<file path="src/rtl/gwr_pkg.sv">
`timescale 1ns/1ps
package gwr_pkg;
    typedef enum logic [0:0] {
        ST_HOLD = 1'b0,
        ST_LOAD = 1'b1
    } ld_state_t;

    // synchronized input vector positions
    localparam int IDX_SCLK = 0;
    localparam int IDX_SDAT = 1;
    localparam int IDX_EN   = 2;
    localparam int IDX_PD   = 3;
    localparam int IN_W     = 4;
endpackage

</file>
<file path="src/rtl/gwr_sync.sv">
`timescale 1ns/1ps
module gwr_sync #(
    parameter int         W       = 4,
    parameter int         STAGES  = 2,
    parameter logic [W-1:0] RST_VAL = '0
) (
    input  logic         clk,
    input  logic         rst_n,
    input  logic [W-1:0] d,
    output logic [W-1:0] q
);
    logic [STAGES-1:0][W-1:0] stg;

    always_ff @(posedge clk or negedge rst_n) begin
        if (!rst_n) begin
            stg <= {STAGES{RST_VAL}};
        end else begin
            stg <= {stg[STAGES-2:0], d};
        end
    end

    assign q = stg[STAGES-1];
endmodule

</file>
<file path="src/rtl/gwr_edges.sv">
`timescale 1ns/1ps
module gwr_edges #(
    parameter int         W       = 2,
    parameter logic [W-1:0] RST_VAL = '0
) (
    input  logic         clk,
    input  logic         rst_n,
    input  logic [W-1:0] lvl,
    output logic [W-1:0] rise,
    output logic [W-1:0] fall
);
    logic [W-1:0] prev;

    always_ff @(posedge clk or negedge rst_n) begin
        if (!rst_n) prev <= RST_VAL;
        else        prev <= lvl;
    end

    assign rise = lvl & ~prev;
    assign fall = ~lvl & prev;
endmodule

</file>
<file path="src/rtl/gwr_fsm.sv">
`timescale 1ns/1ps
module gwr_fsm
    import gwr_pkg::*;
(
    input  logic      clk,
    input  logic      rst_n,
    input  logic      en_rise,
    input  logic      en_fall,
    output logic      shift_on,
    output logic      open_stb,
    output logic      commit_stb,
    output ld_state_t state_o
);
    ld_state_t state_q, state_d;

    always_ff @(posedge clk or negedge rst_n) begin
        if (!rst_n) state_q <= ST_HOLD;
        else        state_q <= state_d;
    end

    always_comb begin
        state_d    = state_q;
        open_stb   = 1'b0;
        commit_stb = 1'b0;
        unique case (state_q)
            ST_HOLD: begin
                if (en_fall) begin
                    state_d  = ST_LOAD;
                    open_stb = 1'b1;
                end
            end
            ST_LOAD: begin
                if (en_rise) begin
                    state_d    = ST_HOLD;
                    commit_stb = 1'b1;
                end
            end
            default: state_d = ST_HOLD;
        endcase
    end

    assign shift_on = (state_q == ST_LOAD);
    assign state_o  = state_q;
endmodule

</file>
<file path="src/rtl/gwr_shift.sv">
`timescale 1ns/1ps
module gwr_shift #(
    parameter int WORD_W = 8,
    parameter int CNT_W  = 4
) (
    input  logic              clk,
    input  logic              rst_n,
    input  logic              shift_on,
    input  logic              open_stb,
    input  logic              clk_rise,
    input  logic              clk_fall,
    input  logic              data_bit,
    output logic [WORD_W-1:0] word,
    output logic [CNT_W-1:0]  bits_seen
);
    logic              master_q;
    logic [WORD_W-1:0] slave_q;
    logic [CNT_W-1:0]  cnt_q;

    always_ff @(posedge clk or negedge rst_n) begin
        if (!rst_n) begin
            master_q <= 1'b0;
            slave_q  <= '0;
            cnt_q    <= '0;
        end else begin
            if (open_stb) begin
                cnt_q <= '0;
            end else if (shift_on && clk_fall && (cnt_q != CNT_W'(WORD_W))) begin
                cnt_q <= cnt_q + 1'b1;
            end
            if (shift_on && clk_rise) master_q <= data_bit;
            if (shift_on && clk_fall) slave_q  <= {slave_q[WORD_W-2:0], master_q};
        end
    end

    assign word      = slave_q;
    assign bits_seen = cnt_q;

    // the slave register is frozen outside LOAD
    a_r4_frozen_outside_load: assert property (@(posedge clk) disable iff (!rst_n)
        !shift_on |=> $stable(slave_q));

    // the bit counter saturates at the word length
    a_r5_count_bound: assert property (@(posedge clk) disable iff (!rst_n)
        cnt_q <= CNT_W'(WORD_W));
endmodule

</file>
<file path="src/rtl/gwr_decode.sv">
`timescale 1ns/1ps
module gwr_decode #(
    parameter int WORD_W   = 8,
    parameter int STEP_W   = 7,
    parameter int STEP_TOP = 71,
    parameter int FOLD_LO  = 128,
    parameter int FOLD_HI  = 199
) (
    input  logic [WORD_W-1:0] code,
    output logic [STEP_W-1:0] step,
    output logic              sat
);
    int ci;
    int si;

    always_comb begin
        ci  = int'(code);
        si  = STEP_TOP;
        sat = 1'b1;
        if (ci <= STEP_TOP) begin
            si  = ci;
            sat = 1'b0;
        end else if ((ci >= FOLD_LO) && (ci <= FOLD_HI)) begin
            si  = STEP_TOP - (FOLD_HI - ci);
            sat = 1'b0;
        end
        step = STEP_W'(si);
    end

    always_comb begin
        // a saturated code always maps to the top step
        a_r7_sat_top: assert (!sat || (int'(step) == STEP_TOP));
        // the step index never exceeds the top step
        a_r6_step_range: assert (int'(step) <= STEP_TOP);
    end
endmodule

</file>
<file path="src/rtl/gain_word_rx.sv">
`timescale 1ns/1ps
module gain_word_rx
    import gwr_pkg::*;
#(
    parameter int WORD_W      = 8,
    parameter int STEP_W      = 7,
    parameter int STEP_TOP    = 71,
    parameter int FOLD_LO     = 128,
    parameter int FOLD_HI     = 199,
    parameter int SYNC_STAGES = 2
) (
    input  logic              clk,
    input  logic              rst_n,
    input  logic              ser_clk,
    input  logic              ser_data,
    input  logic              load_en_n,
    input  logic              pd_n,
    output logic [WORD_W-1:0] gain_code,
    output logic [STEP_W-1:0] step_idx,
    output logic              gain_sat,
    output logic              short_word,
    output logic              amp_en
);
    localparam int CNT_W = $clog2(WORD_W + 1);
    localparam logic [IN_W-1:0] SYNC_RST = 4'b0100;  // enable idles high

    logic [IN_W-1:0]  raw_in, syn;
    logic [1:0]       rise_v, fall_v;
    logic             shift_on, open_stb, commit_stb;
    ld_state_t        state;
    logic [WORD_W-1:0] word;
    logic [CNT_W-1:0]  bits_seen;
    logic [WORD_W-1:0] gain_q;
    logic              short_q;

    assign raw_in = {pd_n, load_en_n, ser_data, ser_clk};

    gwr_sync #(.W(IN_W), .STAGES(SYNC_STAGES), .RST_VAL(SYNC_RST)) u_sync (
        .clk(clk), .rst_n(rst_n), .d(raw_in), .q(syn)
    );

    gwr_edges #(.W(2), .RST_VAL(2'b10)) u_edges (
        .clk(clk), .rst_n(rst_n),
        .lvl({syn[IDX_EN], syn[IDX_SCLK]}),
        .rise(rise_v), .fall(fall_v)
    );

    gwr_fsm u_fsm (
        .clk(clk), .rst_n(rst_n),
        .en_rise(rise_v[1]), .en_fall(fall_v[1]),
        .shift_on(shift_on), .open_stb(open_stb), .commit_stb(commit_stb),
        .state_o(state)
    );

    gwr_shift #(.WORD_W(WORD_W), .CNT_W(CNT_W)) u_shift (
        .clk(clk), .rst_n(rst_n),
        .shift_on(shift_on), .open_stb(open_stb),
        .clk_rise(rise_v[0]), .clk_fall(fall_v[0]),
        .data_bit(syn[IDX_SDAT]),
        .word(word), .bits_seen(bits_seen)
    );

    always_ff @(posedge clk or negedge rst_n) begin
        if (!rst_n) begin
            gain_q  <= '0;
            short_q <= 1'b0;
        end else begin
            if (commit_stb) gain_q <= word;
            short_q <= commit_stb && (bits_seen < CNT_W'(WORD_W));
        end
    end

    gwr_decode #(
        .WORD_W(WORD_W), .STEP_W(STEP_W), .STEP_TOP(STEP_TOP),
        .FOLD_LO(FOLD_LO), .FOLD_HI(FOLD_HI)
    ) u_dec (
        .code(gain_q), .step(step_idx), .sat(gain_sat)
    );

    assign gain_code  = gain_q;
    assign short_word = short_q;
    assign amp_en     = syn[IDX_PD];

    // applied gain moves only on a commit
    a_r3_gain_held: assert property (@(posedge clk) disable iff (!rst_n)
        !commit_stb |=> $stable(gain_q));

    // a steadily high enable means the block is in HOLD
    a_r3_hold_when_enable_high: assert property (@(posedge clk) disable iff (!rst_n)
        (syn[IDX_EN] && $past(syn[IDX_EN])) |-> (state == ST_HOLD));

    // the short-word flag lasts a single cycle
    a_r5_short_one_cycle: assert property (@(posedge clk) disable iff (!rst_n)
        short_q |=> !short_q);
endmodule

</file>
<file path="config.mk">
export PLATFORM = sky130hd
export DESIGN_NAME = gain_word_rx
export DESIGN_NICKNAME = d
export VERILOG_FILES = /design/src/rtl/gwr_pkg.sv /design/src/rtl/gwr_sync.sv /design/src/rtl/gwr_edges.sv /design/src/rtl/gwr_fsm.sv /design/src/rtl/gwr_shift.sv /design/src/rtl/gwr_decode.sv /design/src/rtl/gain_word_rx.sv
export SDC_FILE = /design/constraint.sdc
export NUM_CORES = 1
export LEC_CHECK = 0
export BUFFER_PORTS_ARGS = -buffer_cell sky130_fd_sc_hd__buf_2
export CORE_MARGIN = 1
export CORE_UTILIZATION = 35
export CTS_CLUSTER_DIAMETER = 40
export DETAILED_ROUTE_END_ITERATION = 12
export PLACE_DENSITY_LB_ADDON = 0.08
export SYNTH_ARGS = -nofsm -noshare
export SYNTH_HDL_FRONTEND = slang
export SYNTH_SLANG_ARGS = --single-unit
</file>
<file path="constraint.sdc">
create_clock -name clk -period 1.95 [get_ports clk]
set_clock_uncertainty 0.05 [all_clocks]
set_input_delay 0.2925 -clock clk [delete_from_list [all_inputs] [get_ports clk]]
set_output_delay 0.2925 -clock clk [all_outputs]
set_load 0.1 [all_outputs]
</file>
* Word-level counts from Yosys, hierarchy flattened
Cells that the tools add are included.
** Storage, ports and cells
- Bits in registers :: 33
- Bits of input ports :: 6
- Word-level logic and storage cells :: 40
** Cells by class
- Add/sub/neg operators :: 3
- $lt $le $gt $ge :: 4
- Equality and inequality tests :: 1
- Mux-type cells :: 12
- Bitwise operators :: 5
- Reduce and logical (&&, ||, !) cells :: 6
** Operators by type and width (number)
- 7-bit 2-to-1 mux :: 2
- 7-bit subtractor (first input constant) :: 2
- 8-bit greater-or-equal comparator (second input constant) :: 1
- 8-bit by 7-bit <= comparator with 1-bit output (second input constant) :: 1
- 8-bit <= comparator (second input constant) :: 1
- 4-bit 2-to-1 mux :: 2
- 1-bit 2-to-1 mux :: 7
- 1-bit logical AND :: 5
- 4-bit by 1-bit adder with 4-bit output (second input constant) :: 1
- 2-bit AND :: 2
- 4-bit < comparator (second input constant) :: 1
- 4-bit inequality test (second input constant) :: 1
- 2-bit inverter :: 2
- 1-bit one-hot mux with 2 select lines :: 1
- 2-bit nonzero test :: 1
- 1-bit inverter :: 1

* Longest topological paths before layout
Gate-level depths: netlist (run 1).
- Depth after elaboration :: 6
- Mapped depth :: 5
- Mapped depth without buffers :: 5

* Hierarchy
A second synthesis (run 1) with hierarchy kept.
** Second synthesis, totals
- Cell total of the unflattened synthesis :: 97
- Area, all modules :: 1375.1 sq um
** Modules (own cells, without submodules)
- gwr_shift :: times used 1, cells each 45, area each 576.8 sq um
- gain_word_rx :: times used 1, cells each 19, area each 362.8 sq um
- gwr_sync :: times used 1, cells each 12, area each 232.7 sq um
- gwr_edges :: times used 1, cells each 6, area each 86.3 sq um
- gwr_fsm :: times used 1, cells each 6, area each 58.8 sq um
- gwr_decode :: times used 1, cells each 9, area each 57.6 sq um

* Worst setup path before layout (run 1)
Ideal clock, no wire load.
- Path type :: reg2out
- Start point :: register gain_q[5], in the netlist gain_code[5]
- End point :: output port step_idx[5]
- Arrival time :: 2.374 ns
- Path slack :: -0.767 ns
- Cell stages (with the launch flop) :: 2
- Buffers on the path :: 0
- Cells stage by stage :: dfrtp_1 nor2b_1
** On the way
- Longest elaborated chain between the ends :: 4
- Elaborated cells on any way between the ends :: 8
** RTL lines
- start, declared :: RTL line gain_word_rx.sv:33 : logic [WORD_W-1:0] gain_q;
- start signal, assigned :: RTL line gain_word_rx.sv:68 : if (commit_stb) gain_q <= word;
- 7-bit subtractor, or another cell as far along :: RTL line gwr_decode.sv:24 : si = STEP_TOP - (FOLD_HI - ci);
- 7-bit subtractor or 1-bit logical AND (tied branches) :: RTL line gwr_decode.sv:24, gwr_decode.sv:23
- 7-bit 2-to-1 mux :: RTL line gwr_decode.sv:23 : end else if ((ci >= FOLD_LO) && (ci <= FOLD_HI)) begin
- 7-bit 2-to-1 mux * :: RTL line gwr_decode.sv:20 : if (ci <= STEP_TOP) begin
- end, declared :: RTL line gain_word_rx.sv:19 : output logic [STEP_W-1:0] step_idx,
Mark *: on every way between the ends. The rest lies on a longest branch, timed or not.

* Worst setup path in the final report (run 1)
- Start point :: register gain_q[4], in the netlist gain_code[4]
- End point :: output port step_idx[2]
** On the way
- Longest elaborated chain between the ends :: 4
- Elaborated cells on any way between the ends :: 6
** RTL lines (RTL line)
- 8-bit greater-or-equal comparator or 8-bit <= comparator (tied branches) :: gwr_decode.sv:23
- 1-bit logical AND :: gwr_decode.sv:23
- 7-bit 2-to-1 mux :: gwr_decode.sv:23
- 7-bit 2-to-1 mux * :: gwr_decode.sv:20
Marked as above.

==> results of run 1 <==
[worst reg2reg max path: cells and delay by family, from the launching register on]
kind | cells | cell delay (ns)
AO/OA/AOI/OAI | 1 | 0.30
multiplexers | 1 | 0.37
AND/OR/NAND/NOR | 1 | 0.33
flip-flops | 1 | 0.41
[report_power, final]
group,switching [uW],internal (uW)
clock,227,136
sequential,117,823
combinational,904,243
[routing by layer]
layer | vias up | share of wire, %
met2 | 24 | 48
met3 | 8 | 5.3
met1 | 381 | 43
met4 | 0 | 3.6
li1 | 405 | -
met5 | - | 0
[final timing paths]
kind,cells past startpoint,startpoint,to,slack (ns)
min in group asynchronous,2,rst_n,u_sync.q[3],0.49
max in group asynchronous,2,rst_n,gain_code[4],0.87
hold reg to reg,0,u_sync.stg[2],u_sync.q[2],0.30
setup / recovery,4,gain_code[4],step_idx[2],0.09
setup reg to reg,3,u_sync.q[0],u_shift.bits_seen[1],0.39
hold / removal,0,u_sync.stg[2],u_sync.q[2],0.30
[cells by family (layout without fill, tap and decap cells)]
family | Yosys count | count (layout) | synth area share [%]
buf+inv | 8 | 42 | 3.04
mux | 11 | 11 | 9.63
flops | 33 | 33 | 65.1
compound gates | 7 | 7 | 3.24
fa+ha+maj | 3 | 3 | 2.75
simple gates | 42 | 42 | 16.2
[sequential cells by signal (all words and copies together) (netlist names)]
signal	cells
short_word	1
u_shift.word	8
u_sync.q	4
gain_code	8
u_fsm.shift_on	1
u_shift.bits_seen	4
u_edges.prev	2
u_shift.master_q	1
u_sync.stg	4
[stage by stage]
| stage | std cells | worst slack (ns) | instance area [um2] |
|---|---|---|---|
| finish | 184 | 0.0925 | 1600 |
| global route | 184 | 0.0147 | 1600 |
| CTS | 183 | 0.0232 | 1590 |
| detailed placement | 170 | 0.387 | 1480 |
| global placement | 170 | 0.428 | 1480 |
| floorplan | 104 | 0.0921 | 1330 |
[repair_timing]
item	CTS	global route
setup endpoints to repair	0	4
gates resized for setup	0	4
setup buffers	0	1
endpoints found under the hold margin	34	0
hold buffers	5	0
[Yosys cell counts, types with 2 or more instances]
master and number:
dfrtp_1 30, nand2_1 25, mux2_2 10, inv_1 5
a21oi_1 3, dfstp_2 3, nand2b_1 3, nor2b_1 3
ha_1 2, nand3_1 2, nand3b_1 2, nor2_1 2
[layout make-up]
cell class / count / area (um2) / share of cell area, %
well taps: 46 / 57.6 / 3.59
repair buffers: 29 / 183 / 11.4
clock inverters: 3 / 17.5 / 1.09
inverters: 5 / 18.8 / 1.17
flip-flops and latches: 33 / 835 / 52.1
multi-input cells: 63 / 454 / 28.3
clock buffers: 5 / 37.5 / 2.34
==> results.md, run 1 <==
* Status: completed
* Setup TNS at 0 ns
* Largest stage delay, worst path at 0.45 ns
* DR WL/cell at 10.6 um
* Slew Limit Fails at 0
* Initial Util at 37.3%
* Crit path max fanout at 4
* RSZ-0062 raised after global routing: false
* Net count, final at 145
* Pin count of the biggest net entering global routing at 34
* Final HPWL DP at 1360 um
* Synth cell types at 26
* Critical path class: register to primary output
* Seq/Total Area, Yosys at 65.1%
* CTS Buf Count at 5
* Setup violators final at 0
* Fillcell total at 342
* Die Ht at 62.3 um
* Hold Crit Class: register to register
* Total gr overflow at 0
* Pwr dens at 1530 nW/um2
* First-pass DRT Iterations at 4
* Synth area leaders: dfrtp_1 59%, mux2_2 8.8%, nand2_1 7.4%
* Share of the synthesized area in the top cell type at 58.9%
* Synth Area per Inst at 12.2 um2
* Synth Cell Area at 1270 um2
* Most frequent cells in the layout: 26 x dfrtp_1, 25 x nand2_1, 19 x buf_2
* CTS tree: built
* Tightest Pin Transition at 0.712 ns
* Pwr Total at 2450 uW
* YS warnings at 0
* Total wire length at 1960 um
* Deepest clock path buffer count at 2
* Slew HR at 52.5%
* Vias per Instance at 4.45
* DRT antenna net count at 0
* Grt peak-use layer: met2
* Hold slack at 0.304 ns
* Vias at 818
* Worst path arrival time at 1.51 ns
* Max VDD drop at 553 uV
* Register bit total from synthesis at 33
* Depth of the CTS H-tree at 2
* Minimum clock period at 1.86 ns
* GR Util met2 at 21.3%
* Fmax at 0.538 GHz
* Area added between synthesis and finish at 25.8%
* Final worst-path cycle share at 95.3%
* Finished Core Util at 46.9%
* Final Hold Fails at 0
* Worst EP required at 1.61 ns
* CTS root buf: clkbuf_4
* Port Buf Inserts at 23
* Met3 usage at 3.86%
* Most common cell after layout, fill and taps aside: dfrtp_1
* First-pass GRT wire length at 3670 um
* Worst path bufs/invs at 2
* Worst Setup Start Kind: register
* Core area at 3420 um2
* EDFF count, synth at 0
* GPL Wtd Cong at 0.683
* Diodes inserted at 0
* Initial drt markers at 23
* CP delay by family, top: flip-flops
* Max Cap Viol at 0
* Met1 usage at 13.3%
* Row cnt at 21
* Latest clock arrival within the worst-skew pair at 0.33 ns
* Slowest-stage cell, CP: dfrtp_2
* CTS sink count at 33
* Post-synth net total at 112
* Cells after Synth at 104
* Reg clk slew, reported paths at 0.10 ns
* Worst path cell trace: o31ai_4 > buf_4 > nand2b_2 > clkbuf_4
* Drt drc at 0
* CP endpoint kind: primary output
* Die W at 62.3 um
* Dominant synthesized flop cell: dfrtp_1
* GRT Total Usage at 12.7%
* Number of global-route vias before repair at 849
* Leakage at 0.000813 uW
* Ys async rst share at 100%
* # IOs at 24
* Yosys top cell by area: dfrtp_1
* Antenna violations before repair at 0
* Die area at 3880 um2
* Share of post-route cells with drive strength above 1 at 42.8%
(Power assumes the default switching activity.)
==> run 2, diff against run 1 <==
Settings changed: SETUP_SLACK_MARGIN set to 0.2.
==> results.md, run 2 (synthesis gave the netlist of run 1 again) <==
* DRT antenna net count at 0
* RSZ-0062 raised after global routing: true
* Most frequent cells in the layout: 25 x nand2_1, 24 x dfrtp_1, 16 x buf_2
* Die area at 3880 um2
* Non-Filler Instances at 186
* Most common cell after layout, fill and taps aside: nand2_1
* Setup violators final at 0
* CTS Buf Count at 5
* Clock share of power at 13.4%
* Vias per Instance at 4.60
* Switching share of total power at 48.6%
* Fmax at 0.561 GHz
* Port Buf Inserts at 23
* Vias at 856
* Pwr dens at 1530 nW/um2
* Pin count of the biggest net entering global routing at 34
* Crit path max fanout at 4
* CTS tree: built
* First-pass GRT wire length at 3800 um
* # IOs at 24
* Met3 usage at 6.25%
* Met1 usage at 14.4%
* Final HPWL DP at 1320 um
* Internal at 1330 uW
* Slew Limit Fails at 0
* Row cnt at 21
* Net count, final at 147
* Core area at 3420 um2
* Worst path arrival time at 1.44 ns
* Die Ht at 62.3 um
* Worst EP required at 1.61 ns
* Max Cap Viol at 0
* Status: completed
* Minimum clock period at 1.78 ns
* Total wire length at 2040 um
* Setup TNS at 0 ns
* GPL Wtd Cong at 0.660
* Seq pwr share at 36.4%
* Initial drt markers at 14
* Diodes inserted at 0
* Finished Core Util at 49.7%
* Antenna violations before repair at 0
* Worst Setup Start Kind: register
* Pwr Total at 2600 uW
* Drt drc at 0
* Latest clock arrival within the worst-skew pair at 0.32 ns
* Hold Crit Class: register to register
* Critical path class: register to primary output
* Final worst-path cycle share at 91.3%
* GRT Total Usage at 13.0%
* Tightest Pin Transition at 0.711 ns
* Deepest clock path buffer count at 2
* Die W at 62.3 um
* First-pass DRT Iterations at 4
* Share of post-route cells with drive strength above 1 at 44.3%
* Max VDD drop at 607 uV
* P_sw at 1260 uW
* Final Hold Fails at 0
* Area added between synthesis and finish at 33.4%
* DR WL/cell at 10.9 um
* Leakage at 0.000850 uW
* Depth of the CTS H-tree at 2
* CTS sink count at 33
* GR Util met2 at 21.3%
* CTS root buf: clkbuf_4
* Gate power share at 50.2%
* Grt peak-use layer: met2
* Reg clk slew, reported paths at 0.10 ns
* Placed cells at 170
* Number of global-route vias before repair at 856
* Initial Util at 37.3%
* Slew HR at 52.6%
* CP endpoint kind: primary output
* Total gr overflow at 0
[run 2: final timing paths]
path | slack, ns | cells after the start | startpoint | endpoint
max | 0.17 | 4 | gain_code[3] | step_idx[2]
min | 0.31 | 0 | u_sync.stg[3] | u_sync.q[3]
max reg2reg | 0.38 | 3 | u_sync.q[0] | u_shift.bits_seen[1]
min reg2reg | 0.31 | 0 | u_sync.stg[3] | u_sync.q[3]
max in group asynchronous | 0.81 | 2 | rst_n | gain_code[6]
min in group asynchronous | 0.51 | 2 | rst_n | u_sync.stg[3]
[run 2: metal layers]
| metal | wire (um) | share of wire, % |
|---|---|---|
| met2 | 990 | 49 |
| met1 | 921 | 45 |
| met4 | 12 | 0.59 |
| met3 | 113 | 5.6 |
| met5 | 0 | 0 |
[run 2: what timing repair did]
item / CTS / global route
hold buffers: 2 / 3
endpoints found under the hold margin: 31 / 3
pin swaps: 1 / 1
buffers inserted: 2 / 1
resized for setup: 19 / 0
endpoints found under the setup margin: 7 / 4
[run 2: area by class of cell]
| type | instances | area, um2 |
|---|---|---|
| multi-input cells | 63 | 464 |
| repair buffers | 31 | 268 |
| well taps | 46 | 57.6 |
| fillers | 321 | 1720 |
| inverters | 5 | 18.8 |
| clock inverters | 2 | 10.0 |
| flip-flops and latches | 33 | 840 |
| clock buffers | 6 | 41.3 |
[run 2: worst max-delay path, cell delays in order, from the launching register on]
cell and delay [ns]:
dfrtp_2 0.44, o31ai_4 0.29, buf_12 0.16, nand2b_4 0.06
buf_12 0.16
[run 2: power groups by stage]
| stage | logic, uW | clock network, uW | registers [uW] |
|---|---|---|---|
| after floorplan | 632 | 0 | 1320 |
| after global placement | 1140 | 0 | 961 |
| after detailed placement | 1140 | 0 | 964 |
| after CTS | 1290 | 367 | 948 |
| after global routing | 1360 | 404 | 970 |
| final | 1300 | 349 | 945 |
[run 2: per-stage QoR]
step | area, um2 | worst slack (ns) | hold slack, ns
floorplan | 1340 | 0.177 | -0.0531
global placement | 1500 | 0.388 | 0.283
detailed placement | 1500 | 0.368 | 0.286
CTS | 1660 | 0.165 | 0.00663
global route | 1700 | 0.0931 | 0.322
finish | 1700 | 0.169 | 0.307
==> run 3, diff against run 2 <==
Settings changed: CTS_BUF_LIST set to sky130_fd_sc_hd__clkbuf_4 sky130_fd_sc_hd__clkbuf_8 sky130_fd_sc_hd__clkbuf_16.
==> results.md, run 3 (synthesis gave the netlist of run 1 again) <==
* Drt drc at 0
* Worst path cell trace: o31ai_4 > buf_12 > nand2b_4 > buf_12
* Final HPWL DP at 1320 um
* RSZ-0062 raised after global routing: true
* Clock share of power at 13.9%
* CTS Buf Count at 5
* GPL Wtd Cong at 0.660
* Multi-input logic area at 464 um2
* Most numerous cell on the critical path: buf_12
* Area added between synthesis and finish at 33.7%
* P_sw at 1260 uW
* Net count, final at 147
* R2R depth at 3
* Worst r2r src: u_sync.q[0]
* Slowest-stage cell, CP: dfrtp_2
* Core area at 3420 um2
* DR WL/cell at 11.0 um
* Worst path arrival time at 1.44 ns
* R2R Setup Slk at 0.37 ns
* Latest clock arrival within the worst-skew pair at 0.32 ns
* Most common cell after layout, fill and taps aside: nand2_1
* Leakage at 0.000854 uW
* Diodes inserted at 0
* Hold Path Depth at 0
* # IOs at 24
* Tightest Pin Transition at 0.711 ns
* Setup TNS at 0 ns
* Vias at 856
* CTS tree: built
* Max VDD drop at 615 uV
* Hold Crit Class: register to register
* Crit path max fanout at 4
* Final worst-path cycle share at 91.3%
* Minimum clock period at 1.78 ns
* Total wire length at 2040 um
* Reg clk slew, reported paths at 0.10 ns
* Share of post-route cells with drive strength above 1 at 45.0%
* Min-Delay Endpoint: u_sync.q[3]
* Initial Util at 37.3%
* Row cnt at 21
* Pwr dens at 1530 nW/um2
* Hold_sp: u_sync.stg[3]
* Die area at 3880 um2
* Pwr Total at 2610 uW
* Seq pwr share at 36.2%
* Critical path class: register to primary output
* Pin count of the biggest net entering global routing at 34
* Max Cap Viol at 0
* Antenna violations before repair at 0
* Area occupied by registers at 840 um2
* Port Buf Inserts at 23
* CTS sink count at 33
* Die W at 62.3 um
* Depth of the CTS H-tree at 2
* First-pass DRT Iterations at 4
* Number of global-route vias before repair at 852
* Slew Limit Fails at 0
* Finished Core Util at 49.9%
* Die Ht at 62.3 um
* Vias per Instance at 4.60
* Worst Setup Start Kind: register
* GRT Total Usage at 13.0%
* Fmax at 0.562 GHz
* Gate power share at 49.9%
* Internal at 1350 uW
* Largest stage delay, worst path at 0.44 ns
* Hold slack at 0.307 ns
* Deepest clock path buffer count at 2
* R2r endpoint: u_shift.bits_seen[1]
* Setup violators final at 0
* First-pass GRT wire length at 3800 um
* Status: completed
* Most frequent cells in the layout: 25 x nand2_1, 24 x dfrtp_1, 16 x buf_2
* Initial drt markers at 14
* Fillcell total at 319
* Final Hold Fails at 0
* Switching share of total power at 48.4%
* CP endpoint kind: primary output
* DRT antenna net count at 0
* CTS root buf: clkbuf_4
* Total gr overflow at 0
* Slew HR at 52.6%
* Worst EP required at 1.61 ns
## run 3: timing repair
item                                    in CTS  in global routing
gates resized for setup                     19                  0
hold buffers                                 2                  3
hold endpoints to repair                    31                  3
cloned                                       0                  0
setup buffers                                2                  1
endpoints found under the setup margin       7                  4
pin swaps                                    1                  1
## run 3: how the worst max path moves through the flow
stage                            start          end  slack, ns  depth (start not counted)
final                     gain_code[3]  step_idx[2]       0.17                          4
after global routing      gain_code[3]  step_idx[2]       0.09                          4
after CTS                 gain_code[4]  step_idx[2]       0.16                          4
after detailed placement  gain_code[3]  step_idx[2]       0.37                          3
after global placement    gain_code[3]  step_idx[1]       0.39                          3
after floorplan           gain_code[3]     gain_sat       0.18                          2
## run 3: power by group through the flow
stage | Combinational (uW) | Sequential [uW] | Clock (uW)
finish | 1300 | 945 | 362
global route | 1360 | 969 | 418
CTS | 1290 | 948 | 381
detailed placement | 1140 | 964 | 0
global placement | 1140 | 961 | 0
floorplan | 632 | 1320 | 0
## run 3: layout make-up
cell class	instances	share of cell area, %
Clock buffer	6	2.65
Timing Repair Buffer	31	15.7
Sequential cell	33	49.3
Multi-Input combinational cell	63	27.3
Inverter	5	1.10
Clock inverter	2	0.588
Tap cell	46	3.38
## run 3: routing by layer
metal,GRT usage (%),routed length (um)
met4,5.23,12
met3,6.25,113
met5,0,0
met1,14.4,924
met2,21.3,991
## run 3: per-stage QoR
stage	area, um2	setup WS, ns	instances
finish	1700	0.169	186
global route	1700	0.0928	186
CTS	1670	0.164	182
detailed placement	1500	0.368	170
global placement	1500	0.388	170
floorplan	1340	0.177	104
## run 3: worst max-delay path: cells and delay by family (launching register included)
family          cells  cell delay [ns]
simple gates        1             0.06
flops               1             0.44
buf+inv             2             0.32
compound gates      1             0.29
